<file path="src/rtl/i2c_amatch_pkg.sv">
package i2c_amatch_pkg;
  localparam int BYTE_W = 8;
  localparam int MASK_HI = 5;
  localparam int OWN_W = 10;
  localparam int HDR_W = 5;
  localparam logic [HDR_W-1:0] HDR_PREFIX = 5'b11110;

  typedef enum logic [1:0] {
    MS_IDLE    = 2'b00,
    MS_WAIT_LO = 2'b01,
    MS_MATCHED = 2'b10
  } match_state_e;

  // Expected header byte (read/write position left 0) for the upper own bits
  function automatic logic [BYTE_W-1:0] header_pattern(input logic [1:0] own_hi);
    return {HDR_PREFIX, own_hi, 1'b0};
  endfunction

  // Equality restricted to the positions marked in care
  function automatic logic masked_eq(input logic [BYTE_W-1:0] a,
                                     input logic [BYTE_W-1:0] b,
                                     input logic [BYTE_W-1:0] care);
    return ((a ^ b) & care) == '0;
  endfunction
endpackage

</file>
<file path="src/rtl/amatch_care_gen.sv">
module amatch_care_gen #(
  parameter int W  = 8,
  parameter int MH = 5
) (
  input  logic [MH:1]  mask_bits,
  output logic [W-1:0] care_7b,
  output logic [W-1:0] care_10b
);
  for (genvar g = 0; g < W; g++) begin : g_bit
    if (g == 0) begin : g_lsb
      // 7-bit: bit 0 is read/write, never compared; 10-bit: shares mask bit 1
      assign care_7b[g]  = 1'b0;
      assign care_10b[g] = ~mask_bits[1];
    end else if (g <= MH) begin : g_masked
      assign care_7b[g]  = ~mask_bits[g];
      assign care_10b[g] = ~mask_bits[g];
    end else begin : g_fixed
      assign care_7b[g]  = 1'b1;
      assign care_10b[g] = 1'b1;
    end
  end
endmodule

</file>
<file path="src/rtl/amatch_cmp.sv">
module amatch_cmp #(
  parameter int W = 8
) (
  input  logic [W-1:0] rx_byte,
  input  logic [W-1:0] ref_byte,
  input  logic [W-1:0] care,
  output logic         equal
);
  logic [W-1:0] diff;
  for (genvar g = 0; g < W; g++) begin : g_diff
    assign diff[g] = (rx_byte[g] ^ ref_byte[g]) & care[g];
  end
  assign equal = ~|diff;
endmodule

</file>
<file path="src/rtl/amatch_seq.sv">
module amatch_seq
  import i2c_amatch_pkg::*;
#(
  parameter int W = BYTE_W
) (
  input  logic         clk,
  input  logic         rst_n,
  input  logic         start_det,
  input  logic         addr_valid,
  input  logic         mode_10bit,
  input  logic [W-1:0] addr_byte,
  input  logic         hit_7b,
  input  logic         hit_hdr,
  input  logic         hit_lo,
  output logic         ack,
  output logic         irq,
  output logic [W-1:0] rx_buf,
  output logic [1:0]   match_state,
  output logic         hit_evt
);
  match_state_e st_q, st_base, st_nxt;
  logic         ack_q, irq_q;
  logic [W-1:0] rx_q;

  always_comb begin
    st_base = start_det ? MS_IDLE : st_q;
    st_nxt  = st_base;
    hit_evt = 1'b0;
    if (addr_valid) begin
      if (!mode_10bit) begin
        hit_evt = hit_7b;
        st_nxt  = hit_7b ? MS_MATCHED : MS_IDLE;
      end else if (st_base == MS_WAIT_LO) begin
        hit_evt = hit_lo;
        st_nxt  = hit_lo ? MS_MATCHED : MS_IDLE;
      end else begin
        st_nxt  = hit_hdr ? MS_WAIT_LO : MS_IDLE;
      end
    end
  end

  always_ff @(posedge clk or negedge rst_n) begin
    if (!rst_n) begin
      st_q  <= MS_IDLE;
      ack_q <= 1'b0;
      irq_q <= 1'b0;
      rx_q  <= '0;
    end else begin
      st_q  <= st_nxt;
      ack_q <= hit_evt;
      irq_q <= hit_evt;
      if (hit_evt) rx_q <= addr_byte;
    end
  end

  assign ack         = ack_q;
  assign irq         = irq_q;
  assign rx_buf      = rx_q;
  assign match_state = st_q;
endmodule

</file>
<file path="src/rtl/i2c_addr_matcher.sv">
module i2c_addr_matcher
  import i2c_amatch_pkg::*;
(
  input  logic              clk,
  input  logic              rst_n,
  input  logic              start_det,
  input  logic              addr_valid,
  input  logic [BYTE_W-1:0] addr_byte,
  input  logic              mode_10bit,
  input  logic [OWN_W-1:0]  own_addr,
  input  logic [MASK_HI:1]  mask_bits,
  output logic              ack,
  output logic              irq,
  output logic [BYTE_W-1:0] rx_buf,
  output logic [1:0]        match_state
);
  localparam logic [BYTE_W-1:0] HDR_CARE = {{(BYTE_W-1){1'b1}}, 1'b0};

  logic [BYTE_W-1:0] care_7b, care_10b;
  logic [BYTE_W-1:0] ref_7b, ref_hdr, ref_lo;
  logic              hit_7b, hit_hdr, hit_lo, hit_evt;

  assign ref_7b  = {own_addr[BYTE_W-1:1], 1'b0};
  assign ref_hdr = header_pattern(own_addr[OWN_W-1:BYTE_W]);
  assign ref_lo  = own_addr[BYTE_W-1:0];

  amatch_care_gen #(.W(BYTE_W), .MH(MASK_HI)) u_care (
    .mask_bits(mask_bits), .care_7b(care_7b), .care_10b(care_10b)
  );

  amatch_cmp #(.W(BYTE_W)) u_cmp_7b (
    .rx_byte(addr_byte), .ref_byte(ref_7b), .care(care_7b), .equal(hit_7b)
  );

  amatch_cmp #(.W(BYTE_W)) u_cmp_hdr (
    .rx_byte(addr_byte), .ref_byte(ref_hdr), .care(HDR_CARE), .equal(hit_hdr)
  );

  amatch_cmp #(.W(BYTE_W)) u_cmp_lo (
    .rx_byte(addr_byte), .ref_byte(ref_lo), .care(care_10b), .equal(hit_lo)
  );

  amatch_seq #(.W(BYTE_W)) u_seq (
    .clk(clk), .rst_n(rst_n), .start_det(start_det), .addr_valid(addr_valid),
    .mode_10bit(mode_10bit), .addr_byte(addr_byte),
    .hit_7b(hit_7b), .hit_hdr(hit_hdr), .hit_lo(hit_lo),
    .ack(ack), .irq(irq), .rx_buf(rx_buf), .match_state(match_state),
    .hit_evt(hit_evt)
  );
endmodule

</file>
<file path="config.mk">
export PLATFORM = sky130hd
export DESIGN_NAME = i2c_addr_matcher
export DESIGN_NICKNAME = d
export VERILOG_FILES = /design/src/rtl/i2c_amatch_pkg.sv /design/src/rtl/amatch_care_gen.sv /design/src/rtl/amatch_cmp.sv /design/src/rtl/amatch_seq.sv /design/src/rtl/i2c_addr_matcher.sv
export SDC_FILE = /design/constraint.sdc
export NUM_CORES = 1
export LEC_CHECK = 0
export ABC_AREA = 1
export BUFFER_PORTS_ARGS = -buffer_cell sky130_fd_sc_hd__buf_4
export CAP_MARGIN = 20
export CELL_PAD_IN_SITES_DETAIL_PLACEMENT = 1
export CELL_PAD_IN_SITES_GLOBAL_PLACEMENT = 1
export CORE_ASPECT_RATIO = 0.75
export CORE_MARGIN = 3
export CORE_UTILIZATION = 30
export CTS_BUF_LIST = sky130_fd_sc_hd__clkbuf_16
export DETAILED_ROUTE_END_ITERATION = 6
export HOLD_SLACK_MARGIN = 0.06
export PLACE_DENSITY_LB_ADDON = 0.05
export SYNTH_ARGS = -nofsm -noshare
export SYNTH_HDL_FRONTEND = slang
export SYNTH_SLANG_ARGS = --single-unit
</file>
<file path="constraint.sdc">
create_clock -name clk -period 2.2 [get_ports clk]
set_input_delay 0.22 -clock clk [delete_from_list [all_inputs] [get_ports clk]]
set_output_delay 0.22 -clock clk [all_outputs]
set_load 0.02 [all_outputs]
</file>
Word level (Yosys, flattened, before mapping)
Index checks and enable logic that the tools add are counted.
- equality and inequality tests: 1
- mux-type cells: 10
- bitwise gates (word level): 25
- reductions and logical operators: 5
- operators by type and width (cell ; count):
    OR reduction 7 bit ; 2
    two-way mux 2 bit ; 6
    XOR 1 bit ; 10
    NOT 1 bit ; 9
    OR reduction 8 bit ; 1
    AND 1 bit ; 6
    two-way mux 1 bit ; 4
    == test 2 x 1 -> 1 bit (second input constant) ; 1
    zero test 1 bit ; 2
- register bits after elaboration: 11
- output and inout bits: 12
- logic and storage cells: 44

Logic depth before layout (Yosys ltp)
Gate-level depths: netlist of run 1.
- depth in word-level cells: 7
- gate-level depth with buffers: 9
- mapped depth without buffers: 9

Hierarchy
A second synthesis of run 1 with hierarchy kept.
- cells, all modules: 196
- area total of the unflattened synthesis: 1077.3 um^2
- modules (own cells, without submodules) (module ; times used ; cells each ; area an instance (um^2) ; seq. area each (um^2)):
    amatch_cmp ; 3 ; 42 ; 162.7 ; 0.0
    amatch_seq ; 1 ; 50 ; 473.0 ; 275.3
    amatch_care_gen ; 1 ; 18 ; 108.9 ; 0.0
    i2c_addr_matcher ; 1 ; 2 ; 7.5 ; 0.0

Worst setup path after synthesis of run 1
Ideal clock, no wire load.
- kind: register -> register
- start point: register u_seq.st_q[0] (netlist: u_seq.match_state[0])
- end point: register u_seq.rx_q[0] (netlist: u_seq.rx_buf[0])
- data arrival time: 1089 ps
- slack: 994 ps
- cell stages (with the launch flop): 8
- buffers on the path: 0
- cells stage by stage: dfrtp_1 nand2_1 nor2_1 nand2_1 nand2_2 nand3_4 nand2_1 nand2_1
- longest elaborated chain between the ends: 5
- RTL lines (element ; RTL line ; RTL):
    start, declared ; amatch_seq.sv:21 ; match_state_e st_q, st_base, st_nxt;
    start signal, assigned ; amatch_seq.sv:49 ; st_q <= st_nxt;
    two-way mux 2 bit ; amatch_seq.sv:26 ; st_base = start_det ? MS_IDLE : st_q;
    == test 2 x 1 -> 1 bit ; amatch_seq.sv:33 ; end else if (st_base == MS_WAIT_LO) begin
    two-way mux 1 bit ; amatch_seq.sv:33 ;
    two-way mux 1 bit ; amatch_seq.sv:30 ; if (!mode_10bit) begin
    two-way mux 1 bit ; amatch_seq.sv:29 ; if (addr_valid) begin
    end signal, assigned ; amatch_seq.sv:52 ; if (hit_evt) rx_q <= addr_byte;
    end, declared ; amatch_seq.sv:23 ; logic [W-1:0] rx_q;
Every way passes these cells.
A chain may end at the register's enable or synchronous reset.

Worst setup path after layout of run 1
- start point: register u_seq.st_q[0] (netlist: u_seq.match_state[0])
- end point: register u_seq.rx_q[7] (netlist: u_seq.rx_buf[7])
The elaborated chain is that of the path after synthesis.

==> flow_results.xml, run 1 <==
<?xml version="1.0" encoding="UTF-8"?>
<metrics>
  <group name="outcome">
    <metric name="status" unit="">completed</metric>
  </group>
  <group name="cells_and_area">
    <metric name="number_of_inserted_diodes" unit="">0</metric>
    <metric name="design_area" unit="µm²">1105</metric>
    <metric name="areaGrowthSynthToFinish" unit="%">57.68</metric>
    <metric name="final_layout_size_suffix_gt1_share" unit="%">34.04</metric>
    <metric name="finalNetCount" unit="">170</metric>
  </group>
  <group name="placed_design">
    <metric name="post_dp_cell_area" unit="µm²">1016</metric>
    <metric name="numPortBuffers" unit="">39</metric>
    <metric name="place_hpwl" unit="µm">1695</metric>
    <metric name="finalWeightedCongestion" unit="">0.6799</metric>
  </group>
  <group name="synthesis">
    <metric name="synth.lib_cells_used.distinct" unit="">19</metric>
    <metric name="synth_adder_area_share" unit="%">0</metric>
    <metric name="synth_simple_gate_area_share" unit="%">45.36</metric>
    <metric name="yosys.area.top_type" unit="">sky130_fd_sc_hd__dfrtp_1</metric>
    <metric name="ys_seq_area_share" unit="%">39.29</metric>
    <metric name="synth-xor-area-share" unit="%">2.500</metric>
    <metric name="synth-async-reset-ratio" unit="%">100.0</metric>
    <metric name="synth_area" unit="µm²">700.7</metric>
    <metric name="synth_cells" unit="">98</metric>
    <metric name="yosys-mux-area-fraction" unit="%">0</metric>
    <metric name="post_synth.cell_area_avg" unit="µm²">7.150</metric>
    <metric name="portion_of_synthesized_cell_area_occupied_by_the_leading_cell_type" unit="%">39.29</metric>
    <metric name="synth_top_flop_cell" unit="">sky130_fd_sc_hd__dfrtp_1</metric>
    <metric name="yosys_warnings" unit="">0</metric>
    <metric name="post_synth_main_area_contributors" unit="">sky130_fd_sc_hd__dfrtp_1 39%, sky130_fd_sc_hd__nand2_1 19%, sky130_fd_sc_hd__inv_1 8.6%, sky130_fd_sc_hd__nand4_1 8.0%, sky130_fd_sc_hd__nor2_1 3.8%</metric>
    <metric name="yosys.cell_count.top_type" unit="">sky130_fd_sc_hd__nand2_1</metric>
    <metric name="synth_edf_count" unit="">0</metric>
    <metric name="synth_fp_nets" unit="">126</metric>
    <metric name="synth_compound_area_share" unit="%">2.679</metric>
    <metric name="yosys_register_bits" unit="">11</metric>
    <metric name="post_synth_most_frequent_cells" unit="">36 x sky130_fd_sc_hd__nand2_1, 16 x sky130_fd_sc_hd__inv_1, 11 x sky130_fd_sc_hd__dfrtp_1, 9 x sky130_fd_sc_hd__nand4_1, 7 x sky130_fd_sc_hd__nor2_1</metric>
    <metric name="dominant_combinational_cell_family_by_area_after_synthesis" unit="">simple AND/OR/NAND/NOR gates</metric>
  </group>
  <group name="sta">
    <metric name="clock.fmax" unit="MHz">798.1</metric>
    <metric name="worst-slew-pin-transition" unit="ps">253.0</metric>
    <metric name="slew_headroom" unit="%">83.10</metric>
    <metric name="post-route-min-period" unit="ps">1253</metric>
    <metric name="worst_clock_skew" unit="ps">3.070</metric>
    <metric name="worst_hold_slack" unit="ps">191.7</metric>
    <metric name="fin_crit_sh" unit="%">56.95</metric>
    <metric name="timing.final.setup_violations" unit="">0</metric>
    <metric name="setup_repair_after_global_routing_missed_its_margin" unit="">no</metric>
    <metric name="hold_viol" unit="">0</metric>
    <metric name="timing.final.max_slew_violations" unit="">0</metric>
    <metric name="post_route_setup_tns" unit="ps">0</metric>
  </group>
  <group name="worst_setup_path">
    <metric name="crit_arrival" unit="ps">1370</metric>
    <metric name="critPathCaptureType" unit="">flip-flop</metric>
    <metric name="crit_path_start_kind" unit="">flip-flop</metric>
    <metric name="data_required_time_of_the_worst_path" unit="ps">2320</metric>
    <metric name="critPathMaxFanout" unit="">10</metric>
    <metric name="setup.worst_path.class" unit="">reg -&gt; reg</metric>
  </group>
  <group name="routing">
    <metric name="first_pass_iters" unit="">3</metric>
    <metric name="wl_per_cell" unit="µm">13.19</metric>
    <metric name="drc_violation_count_after_routing" unit="">0</metric>
    <metric name="detailed_route_iter0_violations" unit="">12</metric>
    <metric name="final_antenna_net_count" unit="">0</metric>
    <metric name="vias_per_cell" unit="">4.788</metric>
    <metric name="finalWirelength" unit="µm">2177</metric>
    <metric name="vias" unit="">790</metric>
  </group>
  <group name="clock_tree">
    <metric name="cts_buffer_depth" unit="">2</metric>
    <metric name="cts_tree" unit="">built</metric>
    <metric name="clkSinkCount" unit="">11</metric>
    <metric name="clock_latency" unit="ps">240</metric>
    <metric name="postCtsResizedCells" unit="">0</metric>
    <metric name="cts_root_buffer" unit="">sky130_fd_sc_hd__clkbuf_16</metric>
    <metric name="cts_htree_levels" unit="">1</metric>
    <metric name="clkTransAtPathRegs" unit="ps">40</metric>
    <metric name="postCtsSetupBuffers" unit="">0</metric>
    <metric name="tritoncts.num_buffers" unit="">3</metric>
  </group>
  <group name="global_route">
    <metric name="number_of_antenna_violations_at_the_first_check_in_global_routing" unit="">0</metric>
    <metric name="global_route.usage.total" unit="%">16.86</metric>
    <metric name="grt_pass1_wl" unit="µm">3505</metric>
    <metric name="grt-ovfl-total" unit="">0</metric>
    <metric name="via_count_of_the_first_global_routing_pass" unit="">779</metric>
    <metric name="grt_max_degree" unit="">12</metric>
  </group>
  <group name="die">
    <metric name="die-area" unit="µm²">2958</metric>
    <metric name="start_util" unit="%">33.33</metric>
    <metric name="dieWidth" unit="µm">61.81</metric>
    <metric name="die_h" unit="µm">47.86</metric>
    <metric name="floorplan.io_pins" unit="">40</metric>
    <metric name="rows" unit="">14</metric>
    <metric name="floorplan.core_area" unit="µm²">2102</metric>
  </group>
  <group name="power_and_ir_drop">
    <metric name="power_per_cell_area" unit="nW/µm²">769.6</metric>
    <metric name="vdd_drop_max" unit="µV">478.8</metric>
    <metric name="leakage" unit="µW">0.0006552</metric>
  </group>
  <group name="job">
    <metric name="max_cap_violations" unit="">0</metric>
  </group>
  <group name="worst_hold_path">
    <metric name="hold_path.class" unit="">in -&gt; reg</metric>
  </group>
</metrics>
cells by family after synthesis:
kind of cell	count (synthesis)
flip-flops	11
XOR/XNOR	2
buffers and inverters	18
AND/OR/NAND/NOR	64
AO/OA/AOI/OAI	3
metrics by stage:
step           setup slack, ps  power [µW]  instances  util [%]
2_1_floorplan            993.9       390.9         98         -
3_3_place_gp             929.6       515.5        160     48.33
3_5_place_dp             846.8       524.3        160     48.33
4_1_cts                  928.4       864.5        165     52.56
5_1_grt                  824.9       906.2        165     52.56
6_report                 947.1       850.2        165     52.56
flip-flops by register name (all words and copies together) (netlist names):
signal / flops
u_seq.match_state: 2
u_seq.irq: 1
u_seq.rx_buf: 8
cell usage in the layout, fill, tap and decap left out, types with 2 or more instances in the layout:
cell type and count:
sky130_fd_sc_hd__nand4_1 9, sky130_fd_sc_hd__buf_4 39, sky130_fd_sc_hd__inv_1 17, sky130_fd_sc_hd__xnor2_1 2, sky130_fd_sc_hd__dfrtp_1 11, sky130_fd_sc_hd__nand2_2 2, sky130_fd_sc_hd__nand2_1 36, sky130_fd_sc_hd__nand3_1 4
sky130_fd_sc_hd__nor2_1 7, sky130_fd_sc_hd__clkbuf_16 3
worst max-delay path: stages (launching register included):
cell and delay (ps):
sky130_fd_sc_hd__dfrtp_1 330, sky130_fd_sc_hd__nand2_1 80, sky130_fd_sc_hd__nor2_1 130, sky130_fd_sc_hd__nand2_1 90, sky130_fd_sc_hd__nand2_2 180, sky130_fd_sc_hd__nand3_4 160
sky130_fd_sc_hd__nand2_1 100, sky130_fd_sc_hd__nand2_1 70
path summary, 6_finish.rpt:
| kind | slack [ps] | startpoint | end | depth (start not counted) |
|---|---|---|---|---|
| min in group asynchronous | 360 | rst_n | u_seq.rx_buf[2]$_DFFE_PN0P_ | 2 |
| hold / removal | 190 | addr_valid | u_seq.match_state[0]$_DFF_PN0_ | 2 |
| setup reg to reg | 950 | u_seq.match_state[0]$_DFF_PN0_ | u_seq.rx_buf[7]$_DFFE_PN0P_ | 7 |
| setup / recovery | 950 | u_seq.match_state[0]$_DFF_PN0_ | u_seq.rx_buf[7]$_DFFE_PN0P_ | 7 |
| max in group asynchronous | 1690 | rst_n | u_seq.rx_buf[4]$_DFFE_PN0P_ | 2 |
| hold reg to reg | 470 | u_seq.rx_buf[3]$_DFFE_PN0P_ | u_seq.rx_buf[3]$_DFFE_PN0P_ | 2 |
what timing repair did:
item / CTS / global route
endpoints found under the hold margin: 11 / 0
hold buffers: 1 / 0
endpoints found under the setup margin: 0 / 0
layout make-up:
class	instances	area, µm²
fill	270	997.2
clock buffer	3	75.07
multi-input combinational	69	354.1
clock inverter	1	3.754
sequential	11	275.3
tap	24	30.03
timing repair buffer	40	302.8
inverter	17	63.81
power by group:
part / leakage (µW) / switching [µW] / internal, µW / total, µW
clock network: 0.0000423 / 89.1 / 238 / 328
registers: 0.000146 / 23.6 / 244 / 267
logic: 0.000467 / 141 / 114 / 256
total: 0.000655 / 254 / 596 / 850
metal layers:
metal | vias up | routed length, µm | GRT usage [%]
met3 | 8 | 172 | 5.930
li1 | 396 | - | -
met4 | 0 | 76 | 8.475
met1 | 354 | 872 | 19.68
met2 | 32 | 1056 | 27.77
met5 | - | 0 | 0
Note: power is estimated with default switching activity, not from simulation.
==> run 2, diff against run 1 <==
- CORE_UTILIZATION: 30 -> 28
- clock period: 2.2 -> 1.3 ns (I/O delays scaled with it)
==> flow_results.xml, run 2 (same netlist as run 1, synthesis figures left out) <==
<?xml version="1.0" encoding="UTF-8"?>
<metrics>
  <group name="outcome">
    <metric name="status" unit="">completed</metric>
  </group>
  <group name="global_route">
    <metric name="grt_pass1_wl" unit="µm">3498</metric>
    <metric name="number_of_antenna_violations_at_the_first_check_in_global_routing" unit="">0</metric>
    <metric name="via_count_of_the_first_global_routing_pass" unit="">789</metric>
    <metric name="grt_max_degree" unit="">12</metric>
    <metric name="grt-ovfl-total" unit="">0</metric>
    <metric name="global_route.usage.total" unit="%">14.18</metric>
  </group>
  <group name="worst_hold_path">
    <metric name="hold_path.class" unit="">in -&gt; reg</metric>
  </group>
  <group name="sta">
    <metric name="post_route_setup_tns" unit="ps">0</metric>
    <metric name="worst-slew-pin-transition" unit="ps">306.9</metric>
    <metric name="timing.final.setup_violations" unit="">0</metric>
    <metric name="setup_slack" unit="ps">114.0</metric>
    <metric name="clock.fmax" unit="MHz">843.2</metric>
    <metric name="timing.final.max_slew_violations" unit="">0</metric>
    <metric name="post-route-min-period" unit="ps">1186</metric>
    <metric name="hold_viol" unit="">0</metric>
    <metric name="fin_crit_sh" unit="%">91.23</metric>
    <metric name="slew_headroom" unit="%">79.49</metric>
    <metric name="worst_clock_skew" unit="ps">0.9462</metric>
  </group>
  <group name="cells_and_area">
    <metric name="areaGrowthSynthToFinish" unit="%">62.68</metric>
    <metric name="flip_flop_count_of_the_largest_register_after_layout" unit="">8</metric>
    <metric name="filler_cell_count" unit="">309</metric>
    <metric name="number_of_inserted_diodes" unit="">0</metric>
    <metric name="final_layout_size_suffix_gt1_share" unit="%">34.51</metric>
    <metric name="mostFrequentLayoutCell" unit="">sky130_fd_sc_hd__buf_4</metric>
    <metric name="final_cell_count_no_fill" unit="">176</metric>
    <metric name="finalNetCount" unit="">171</metric>
    <metric name="most_frequent_cells_in_the_layout" unit="">39 x sky130_fd_sc_hd__buf_4, 36 x sky130_fd_sc_hd__nand2_1, 17 x sky130_fd_sc_hd__inv_1</metric>
  </group>
  <group name="clock_tree">
    <metric name="cts_htree_levels" unit="">1</metric>
    <metric name="clkTransAtPathRegs" unit="ps">40</metric>
    <metric name="clkSinkCount" unit="">11</metric>
    <metric name="clock_latency" unit="ps">230</metric>
    <metric name="tritoncts.num_buffers" unit="">3</metric>
    <metric name="cts_buffer_depth" unit="">2</metric>
    <metric name="postCtsSetupBuffers" unit="">0</metric>
    <metric name="cts_root_buffer" unit="">sky130_fd_sc_hd__clkbuf_16</metric>
    <metric name="cts_tree" unit="">built</metric>
  </group>
  <group name="routing">
    <metric name="vias" unit="">797</metric>
    <metric name="first_pass_iters" unit="">2</metric>
    <metric name="wl_per_cell" unit="µm">12.40</metric>
    <metric name="detailed_route_iter0_violations" unit="">9</metric>
    <metric name="finalWirelength" unit="µm">2182</metric>
    <metric name="vias_per_cell" unit="">4.528</metric>
    <metric name="drc_violation_count_after_routing" unit="">0</metric>
    <metric name="final_antenna_net_count" unit="">0</metric>
  </group>
  <group name="die">
    <metric name="dieWidth" unit="µm">63.76</metric>
    <metric name="floorplan.io_pins" unit="">40</metric>
    <metric name="die_h" unit="µm">49.32</metric>
    <metric name="rows" unit="">15</metric>
    <metric name="start_util" unit="%">29.87</metric>
    <metric name="die-area" unit="µm²">3145</metric>
    <metric name="floorplan.core_area" unit="µm²">2346</metric>
  </group>
  <group name="worst_setup_path">
    <metric name="data_required_time_of_the_worst_path" unit="ps">1420</metric>
    <metric name="reg2reg_slack" unit="ps">110</metric>
    <metric name="crit_arrival" unit="ps">1310</metric>
    <metric name="critPathMaxFanout" unit="">10</metric>
    <metric name="crit_path_start_kind" unit="">flip-flop</metric>
    <metric name="setup.worst_path.class" unit="">reg -&gt; reg</metric>
    <metric name="critPathCaptureType" unit="">flip-flop</metric>
  </group>
  <group name="placed_design">
    <metric name="placed_cells" unit="">170</metric>
    <metric name="finalWeightedCongestion" unit="">0.7111</metric>
    <metric name="numPortBuffers" unit="">39</metric>
    <metric name="place_worst_setup_slack" unit="ps">62.78</metric>
    <metric name="place_hpwl" unit="µm">1731</metric>
  </group>
  <group name="power_and_ir_drop">
    <metric name="p_clk_share" unit="%">37.6</metric>
    <metric name="leakage" unit="µW">0.0006567</metric>
    <metric name="share_comb_of_total_power" unit="%">30.8</metric>
    <metric name="power_switching_share" unit="%">29.76</metric>
    <metric name="power.switching" unit="µW">427.6</metric>
    <metric name="share_seq_of_total_power" unit="%">31.6</metric>
    <metric name="power_per_cell_area" unit="nW/µm²">1261</metric>
    <metric name="int_power" unit="µW">1009</metric>
    <metric name="report.power.total" unit="µW">1437</metric>
    <metric name="vdd_drop_max" unit="µV">1161</metric>
  </group>
  <group name="job">
    <metric name="max_cap_violations" unit="">0</metric>
  </group>
</metrics>
## run 2: routing by layer
metal | share of wire [%] | GRT usage (%)
met5 | 0 | 0
met3 | 5.5 | 6.221
met4 | 0 | 3.584
met1 | 43 | 16.27
met2 | 52 | 24.09
## run 2: worst max-delay path, stage by stage (launching register included)
cell	delay, ps
sky130_fd_sc_hd__dfrtp_1	340
sky130_fd_sc_hd__nand2_1	80
sky130_fd_sc_hd__nor2_1	120
sky130_fd_sc_hd__nand2_1	110
sky130_fd_sc_hd__nand2_4	150
sky130_fd_sc_hd__nand3_4	120
sky130_fd_sc_hd__nand2_1	100
sky130_fd_sc_hd__nand2_1	50
## run 2: worst paths after layout
kind / from / to / cells after the start
worst max-delay path: u_seq.match_state[0]$_DFF_PN0_ / u_seq.rx_buf[3]$_DFFE_PN0P_ / 7
worst min-delay path: addr_valid / u_seq.match_state[0]$_DFF_PN0_ / 2
worst max register to register: u_seq.match_state[0]$_DFF_PN0_ / u_seq.rx_buf[3]$_DFFE_PN0P_ / 7
worst min register to register: u_seq.rx_buf[5]$_DFFE_PN0P_ / u_seq.rx_buf[5]$_DFFE_PN0P_ / 2
max in group asynchronous: rst_n / u_seq.rx_buf[1]$_DFFE_PN0P_ / 2
min in group asynchronous: rst_n / u_seq.match_state[0]$_DFF_PN0_ / 2
## run 2: through the flow
stage | util [%] | cell area [µm²] | hold WS (ps)
3_3_place_gp | 43.84 | 1028 | -29.83
6_report | 48.59 | 1140 | 110.1
3_5_place_dp | 43.84 | 1028 | -29.09
5_1_grt | 48.59 | 1140 | 109.1
2_1_floorplan | - | 700.7 | -165.6
4_1_cts | 47.63 | 1117 | 104.6
## run 2: power by group through the flow
| stage | Clock (µW) | Sequential, µW | Combinational (µW) |
|---|---|---|---|
| after CTS | 554 | 454 | 440 |
| after global routing | 576 | 462 | 482 |
| after floorplan | 0 | 537 | 125 |
| after detailed placement | 0 | 454 | 433 |
| final | 541 | 454 | 442 |
| after global placement | 0 | 454 | 420 |
## run 2: timing repair
item	4_1_cts	5_1_grt
hold buffers	1	0
resized for setup	0	2
hold endpoints to repair	11	0
endpoints found under the setup margin	0	8
## run 2: cell type report
cell class	count	area, µm²	share of cell area [%]
Sequential cell	11	275.3	24.15
Clock inverter	1	3.754	0.3293
Timing Repair Buffer	40	302.8	26.56
Inverter	17	63.81	5.598
Multi-Input combinational cell	70	376.6	33.04
Tap cell	34	42.54	3.732
Clock buffer	3	75.07	6.586
==> run 3, diff against run 2 <==
- GPL_TIMING_DRIVEN: unset -> 0
- MAX_ROUTING_LAYER: unset -> met4
- PLACE_DENSITY: unset -> 0.74
- PLACE_DENSITY_LB_ADDON: 0.05 -> unset
==> flow_results.xml, run 3 (same netlist as run 1, synthesis figures left out) <==
<?xml version="1.0" encoding="UTF-8"?>
<metrics>
  <group name="outcome">
    <metric name="status" unit="">completed</metric>
  </group>
  <group name="clock_tree">
    <metric name="clkSinkCount" unit="">11</metric>
    <metric name="cts_root_buffer" unit="">sky130_fd_sc_hd__clkbuf_16</metric>
    <metric name="cts_buffer_depth" unit="">2</metric>
    <metric name="tritoncts.num_buffers" unit="">3</metric>
    <metric name="clock_latency" unit="ps">240</metric>
    <metric name="cts_tree" unit="">built</metric>
    <metric name="clkTransAtPathRegs" unit="ps">40</metric>
    <metric name="cts_htree_levels" unit="">1</metric>
    <metric name="postCtsSetupBuffers" unit="">0</metric>
  </group>
  <group name="sta">
    <metric name="worst-slew-pin-transition" unit="ps">326.7</metric>
    <metric name="timing.final.max_slew_violations" unit="">0</metric>
    <metric name="worst_clock_skew" unit="ps">5.865</metric>
    <metric name="timing.final.setup_violations" unit="">0</metric>
    <metric name="setup_slack" unit="ps">127.1</metric>
    <metric name="slew_headroom" unit="%">78.17</metric>
    <metric name="clock.fmax" unit="MHz">852.6</metric>
    <metric name="post-route-min-period" unit="ps">1173</metric>
    <metric name="post_route_setup_tns" unit="ps">0</metric>
    <metric name="hold_viol" unit="">0</metric>
    <metric name="fin_crit_sh" unit="%">90.22</metric>
    <metric name="setup_repair_after_global_routing_missed_its_margin" unit="">no</metric>
  </group>
  <group name="die">
    <metric name="die-area" unit="µm²">3145</metric>
    <metric name="rows" unit="">15</metric>
    <metric name="die_h" unit="µm">49.32</metric>
    <metric name="start_util" unit="%">29.87</metric>
    <metric name="floorplan.core_area" unit="µm²">2346</metric>
    <metric name="dieWidth" unit="µm">63.76</metric>
    <metric name="floorplan.io_pins" unit="">40</metric>
  </group>
  <group name="global_route">
    <metric name="via_count_of_the_first_global_routing_pass" unit="">869</metric>
    <metric name="grt-ovfl-total" unit="">0</metric>
    <metric name="number_of_antenna_violations_at_the_first_check_in_global_routing" unit="">0</metric>
    <metric name="grt_pass1_wl" unit="µm">3926</metric>
    <metric name="global_route.usage.total" unit="%">16.56</metric>
    <metric name="grt_max_degree" unit="">12</metric>
  </group>
  <group name="routing">
    <metric name="vias_per_cell" unit="">4.612</metric>
    <metric name="vias" unit="">821</metric>
    <metric name="detailed_route_iter0_violations" unit="">14</metric>
    <metric name="first_pass_iters" unit="">4</metric>
    <metric name="drc_violation_count_after_routing" unit="">0</metric>
    <metric name="final_antenna_net_count" unit="">0</metric>
    <metric name="finalWirelength" unit="µm">2338</metric>
    <metric name="wl_per_cell" unit="µm">13.13</metric>
  </group>
  <group name="power_and_ir_drop">
    <metric name="power_per_cell_area" unit="nW/µm²">1255</metric>
    <metric name="vdd_drop_max" unit="µV">363.7</metric>
    <metric name="leakage" unit="µW">0.0006665</metric>
  </group>
  <group name="cells_and_area">
    <metric name="finalNetCount" unit="">173</metric>
    <metric name="mostFrequentLayoutCell" unit="">sky130_fd_sc_hd__buf_4</metric>
    <metric name="areaGrowthSynthToFinish" unit="%">65.36</metric>
    <metric name="flip_flop_count_of_the_largest_register_after_layout" unit="">8</metric>
    <metric name="multi_input_gate_area" unit="µm²">387.9</metric>
    <metric name="filler_cell_count" unit="">284</metric>
    <metric name="finalCoreUtilization" unit="%">49.39</metric>
    <metric name="final_layout_size_suffix_gt1_share" unit="%">36.81</metric>
    <metric name="most_frequent_cells_in_the_layout" unit="">40 x sky130_fd_sc_hd__buf_4, 35 x sky130_fd_sc_hd__nand2_1, 17 x sky130_fd_sc_hd__inv_1</metric>
    <metric name="number_of_inserted_diodes" unit="">0</metric>
    <metric name="seqCellArea" unit="µm²">275.3</metric>
  </group>
  <group name="worst_setup_path">
    <metric name="critPathMaxFanout" unit="">5</metric>
    <metric name="crit_path_start_kind" unit="">flip-flop</metric>
    <metric name="data_required_time_of_the_worst_path" unit="ps">1430</metric>
    <metric name="critPathCaptureType" unit="">flip-flop</metric>
    <metric name="crit_arrival" unit="ps">1300</metric>
    <metric name="setup.worst_path.class" unit="">reg -&gt; reg</metric>
  </group>
  <group name="placed_design">
    <metric name="finalWeightedCongestion" unit="">0.7600</metric>
    <metric name="place_worst_setup_slack" unit="ps">35.68</metric>
    <metric name="numPortBuffers" unit="">39</metric>
    <metric name="place_hpwl" unit="µm">1809</metric>
  </group>
  <group name="worst_hold_path">
    <metric name="hold_path.class" unit="">in -&gt; reg</metric>
  </group>
  <group name="job">
    <metric name="max_cap_violations" unit="">0</metric>
  </group>
</metrics>
-- run 3: cell types whose count changed in the layout (fill, tap and decap cells not counted) --
cell and change:
sky130_fd_sc_hd__nand2_1 -1, sky130_fd_sc_hd__buf_4 +1, sky130_fd_sc_hd__nand2_2 +2, sky130_fd_sc_hd__nor2_1 -1, sky130_fd_sc_hd__nor2_2 +1
-- run 3: timing repair --
action,CTS,global route
resized for setup,0,4
setup endpoints to repair,0,8
endpoints found under the hold margin,11,0
hold buffers,1,0
-- run 3: cell type report --
cell class / count / share of cell area (%)
inverter: 17 / 5.508
tap: 34 / 3.672
clock buffer: 3 / 6.479
buffer: 1 / 0.6479
timing repair buffer: 40 / 26.13
multi-input combinational: 71 / 33.48
sequential: 11 / 23.76
clock inverter: 1 / 0.3240
-- run 3: through the flow --
step | cell area (µm²) | hold WS, ps | std cells | power [µW]
floorplan | 700.7 | -165.6 | 98 | 661.5
global placement | 1036 | -30.53 | 171 | 871.1
detailed placement | 1036 | -28.21 | 171 | 886.8
CTS | 1125 | 94.36 | 176 | 1463
global route | 1159 | 102.9 | 178 | 1540
finish | 1159 | 101.6 | 178 | 1453
-- run 3: worst paths after layout --
kind                                                 from                        endpoint  slack [ps]  cells after the start
min                                            addr_valid  u_seq.match_state[0]$_DFF_PN0_         100                      2
max reg2reg                u_seq.match_state[0]$_DFF_PN0_     u_seq.rx_buf[7]$_DFFE_PN0P_         130                      7
min in group asynchronous                           rst_n     u_seq.rx_buf[1]$_DFFE_PN0P_         270                      2
max                        u_seq.match_state[0]$_DFF_PN0_     u_seq.rx_buf[7]$_DFFE_PN0P_         130                      7
max in group asynchronous                           rst_n     u_seq.rx_buf[4]$_DFFE_PN0P_         880                      2
min reg2reg                   u_seq.rx_buf[6]$_DFFE_PN0P_     u_seq.rx_buf[6]$_DFFE_PN0P_         470                      2
-- run 3: power by group --
group | switching [µW] | internal, µW | total (µW)
registers | 34.7 | 412 | 447
clock network | 159 | 404 | 563
logic | 248 | 196 | 444
total | 442 | 1010 | 1450
-- run 3: worst max-delay path, cell delays in order (launching register included) --
cell	delay (ps)
sky130_fd_sc_hd__dfrtp_1	350
sky130_fd_sc_hd__nand2_1	90
sky130_fd_sc_hd__nor2_2	120
sky130_fd_sc_hd__nand2_2	100
sky130_fd_sc_hd__nand2_4	130
sky130_fd_sc_hd__nand3_4	120
sky130_fd_sc_hd__nand2_1	90
sky130_fd_sc_hd__nand2_1	40
-- run 3: metal layers --
metal / up-vias / wire length (µm) / track usage, %
li1: 402 / - / -
met4: 0 / 68 / 9.319
met1: 381 / 1026 / 18.76
met5: - / 0 / -
met3: 7 / 134 / 3.917
met2: 31 / 1109 / 26.86
